===== src/rtl/rcs_pkg.sv =====
package rcs_pkg;
  typedef struct packed {
    logic a;
    logic b;
    logic c;
    logic d;
  } rev_in_t;

  typedef struct packed {
    logic p;
    logic q;
    logic r;
    logic s;
  } rev_out_t;
endpackage


===== src/rtl/rev4_cell.sv =====
module rev4_cell
  import rcs_pkg::*;
(
  input  logic [3:0] vin,
  output logic [3:0] vout
);
  rev_in_t  iv;
  rev_out_t ov;
  logic     x_ab;

  assign iv   = rev_in_t'(vin);
  assign x_ab = iv.a ^ iv.b;

  always_comb begin
    ov.p = iv.a;
    ov.q = x_ab;
    ov.r = x_ab ^ iv.d;
    ov.s = (x_ab & iv.d) ^ (iv.a & iv.b) ^ iv.c;
  end

  assign vout = ov;
endmodule


===== src/rtl/skip_group.sv =====
module skip_group
  import rcs_pkg::*;
#(
  parameter int GW = 4
) (
  input  logic [GW-1:0] a,
  input  logic [GW-1:0] b,
  input  logic          cin,
  output logic [GW-1:0] sum,
  output logic [GW-1:0] pass_a,
  output logic          cout
);
  logic [GW:0]   rip;
  logic [GW-1:0] prop;
  logic          all_prop;

  assign rip[0] = cin;

  for (genvar i = 0; i < GW; i++) begin : g_bit
    rev_in_t  ci;
    rev_out_t co;
    logic [3:0] co_v;

    always_comb begin
      ci.a = a[i];
      ci.b = b[i];
      ci.c = 1'b0;
      ci.d = rip[i];
    end

    rev4_cell u_cell (
      .vin  (ci),
      .vout (co_v)
    );

    assign co       = rev_out_t'(co_v);
    assign sum[i]   = co.r;
    assign prop[i]  = co.q;
    assign pass_a[i] = co.p;
    assign rip[i+1] = co.s;
  end

  assign all_prop = &prop;
  assign cout     = all_prop ? cin : rip[GW];
endmodule


===== src/rtl/skip_adder_top.sv =====
module skip_adder_top #(
  parameter int WIDTH = 8,
  parameter int GROUP = 4
) (
  input  logic             clk,
  input  logic             rst,
  input  logic [WIDTH-1:0] op_a,
  input  logic [WIDTH-1:0] op_b,
  input  logic             carry_in,
  output logic [WIDTH:0]   result
);
  localparam int NGRP = WIDTH / GROUP;

  logic [NGRP:0]    gcar;
  logic [WIDTH-1:0] sum_c;
  logic [WIDTH-1:0] garbage;

  assign gcar[0] = carry_in;

  for (genvar g = 0; g < NGRP; g++) begin : g_grp
    skip_group #(.GW(GROUP)) u_grp (
      .a      (op_a[g*GROUP +: GROUP]),
      .b      (op_b[g*GROUP +: GROUP]),
      .cin    (gcar[g]),
      .sum    (sum_c[g*GROUP +: GROUP]),
      .pass_a (garbage[g*GROUP +: GROUP]),
      .cout   (gcar[g+1])
    );
  end

  always_ff @(posedge clk) begin
    if (rst) result <= '0;
    else     result <= {gcar[NGRP], sum_c};
  end
endmodule


===== config.mk =====
export PLATFORM = sky130hd
export DESIGN_NAME = skip_adder_top
export DESIGN_NICKNAME = d
export VERILOG_FILES = /design/src/rtl/rcs_pkg.sv /design/src/rtl/rev4_cell.sv /design/src/rtl/skip_group.sv /design/src/rtl/skip_adder_top.sv
export SDC_FILE = /design/constraint.sdc
export NUM_CORES = 1
export LEC_CHECK = 0
export CORE_AREA = 8 8 50 52
export CTS_CLUSTER_SIZE = 20
export DETAILED_ROUTE_END_ITERATION = 10
export DIE_AREA = 0 0 58 60
export PLACE_DENSITY = 0.78
export SETUP_SLACK_MARGIN = 0.02
export SKIP_CTS_REPAIR_TIMING = 1
export SLEW_MARGIN = 40
export SYNTH_ARGS = -nofsm -noshare
export SYNTH_HDL_FRONTEND = slang
export SYNTH_HIERARCHICAL = 1
export SYNTH_SLANG_ARGS = --single-unit
export TNS_END_PERCENT = 10

===== constraint.sdc =====
create_clock -name clk -period 11.1 [get_ports clk]
set_input_delay 2.22 -clock clk [delete_from_list [all_inputs] [get_ports clk]]
set_output_delay 2.22 -clock clk [all_outputs]
set_load 0.01 [all_outputs]

==> summary.md <==
| Metric | Value |
|---|---|
| Bufs and invs on worst path | 1 |
| Vias in the first global route | 450 |
| Synthesized area | 669 um^2 |
| Worst EP arrival | 8360 ps |
| Layout cell share with drive strength beyond 1 | 0.0353 |
| Die area | 3480 um^2 |
| Hold_ws | 2720 ps |
| Delay-heaviest family, CP | adder cells |
| Top reg by flops | result |
| Highest clock rate | 122 MHz |
| Largest net degree at the start of global routing | 10 |
| Status | finished, final reports clean |
| # port buffers | 27 |
| Slowest stage cell, crit path | clkdlybuf4s50_1 |
| RSZ-0062 raised after global routing | false |
| Die span in x | 58 um |
| Global placer's final weighted congestion | 0.706 |
| Req. time, crit path | 11230 ps |
| Placed Cells | 99 |
| Setup ws final | 2870 ps |
| Max_cap viols | 0 |
| GR Util All Layers | 0.0736 |
| CTS Buf Count | 3 |
| Critical path class | primary input to flip-flop |
| Router iterations before antenna repair | 2 |
| Combinational power share | 0.403 |
| Layout Cells excl Fill | 103 |
| Initial core utilization | 0.372 |
| Hold crit path type | primary input to flip-flop |
| Antenna cell count | 0 |
| Die height | 60 um |
| # setup viols final | 0 |
| Row count | 16 |
| CTS Sinks | 9 |
| GRT overflow | 0 |
| Final min period | 8230 ps |
| Final layout net count | 121 |
| Via density | 4.01 |
| Crit-path max FO | 2 |
| Peak VDD IR | 0.0444 mV |
| Flop pwr share | 0.372 |
| Psw | 0.0278 mW |
| Syn Inst Count | 56 |
| Post-Place Setup Slack | 2560 ps |
| Root Buffer Master | clkbuf_4 |
| Routed Antenna Nets | 0 |
| Clock share of power | 0.225 |
| Yosys warns | 6 |
| H-tree Lvls | 1 |
| CP Launch Point | carry_in |
| Sw frac | 0.266 |
| Vias | 413 |
| Worst path cell trace | clkdlybuf4s50_1, fa_1, xor2_1, fa_1, xor2_1, fa_1, xor2_1, fa_1, xor2_1, mux2_1, fa_1, xor2_1, fa_1, xor2_1, fa_1, xor2_1, fa_1, xor2_1, mux2_1, nor2b_1 |
| DP HPWL | 1.05 mm |
| DR iter-0 viols | 1 |
| Antenna violations before repair | 0 |
| CTS tree | built |
| Area Growth Syn to Fin | 42.1% |
| Fin. max-slew vios | 0 |
| Total detailed-routing wirelength | 1.14 mm |
| Worst setup SP type | primary input |
| Routed len/inst | 11.1 um |
| Int Pwr | 0.0768 mW |
| DR DRC count | 0 |
| Clock transition at path regs | 50 ps |
| CORE AREA | 1800 um^2 |
| Synthesized area per cell | 12.0 um^2 |
| Top flop regs | result x9 |
| First-pass GRT wire length | 1.94 mm |
| Worst path max stage delay | 450 ps |
| LEAKAGE | 0.403 nW |
| Number of flip-flops in the largest register | 9 |
| Hold path startpoint | rst |
| # IOs | 28 |
| CTS Buffer Depth | 2 |
| Critical Path End Type | flip-flop |
| Power per Cell Area | 110 nW/um^2 |
| Hold Vio Cnt, Final | 0 |
| Post-layout power | 0.105 mW |
| Tcrit/Tclk final | 0.741 |
| Post-Route Setup TNS | 0 ps |
## area by class of cell
cell class	instances	area (um^2)
fill	153	851
multi-input combinational	45	452
timing repair buffer	27	270
sequential	9	180
clock buffer	4	26.3
tap	18	22.5
## path summary, 6_finish.rpt
kind	to	slack, ps	cells past startpoint
setup / recovery	result[8]	2870	20
hold / removal	result[1]	2720	2
## routing by layer
metal,vias to the layer above,global-route usage,wire [um]
li1,215,-,-
met1,181,0.0634,379
met2,15,0.139,631
met3,2,0.0258,104
met4,0,0.0524,25
met5,-,0,0
## power groups by stage
stage	combinational (mW)	sequential (mW)	clock (mW)
after detailed placement	0.0427	0.0397	0
final	0.0421	0.0389	0.0236
after floorplan	0.0214	0.0427	0
after global placement	0.0423	0.0397	0
after global routing	0.0482	0.0393	0.0262
after CTS	0.0433	0.0390	0.0250
## cells in the final DEF (no fill, tap or decap), drive strengths merged
cell	count
conb	8
dfxtp	9
nand4	2
mux2	2
fa	8
ha	8
clkdlybuf4s50	27
xor2	8
clkbuf	4
nor2b	9
## per-stage QoR
stage	util	instance area (um^2)
after CTS	0.528	951
after detailed placement	0.513	925
final	0.528	951
after floorplan	-	692
after global placement	0.513	925
after global routing	0.528	951
No activity file was read; power rests on OpenSTA's default activity.
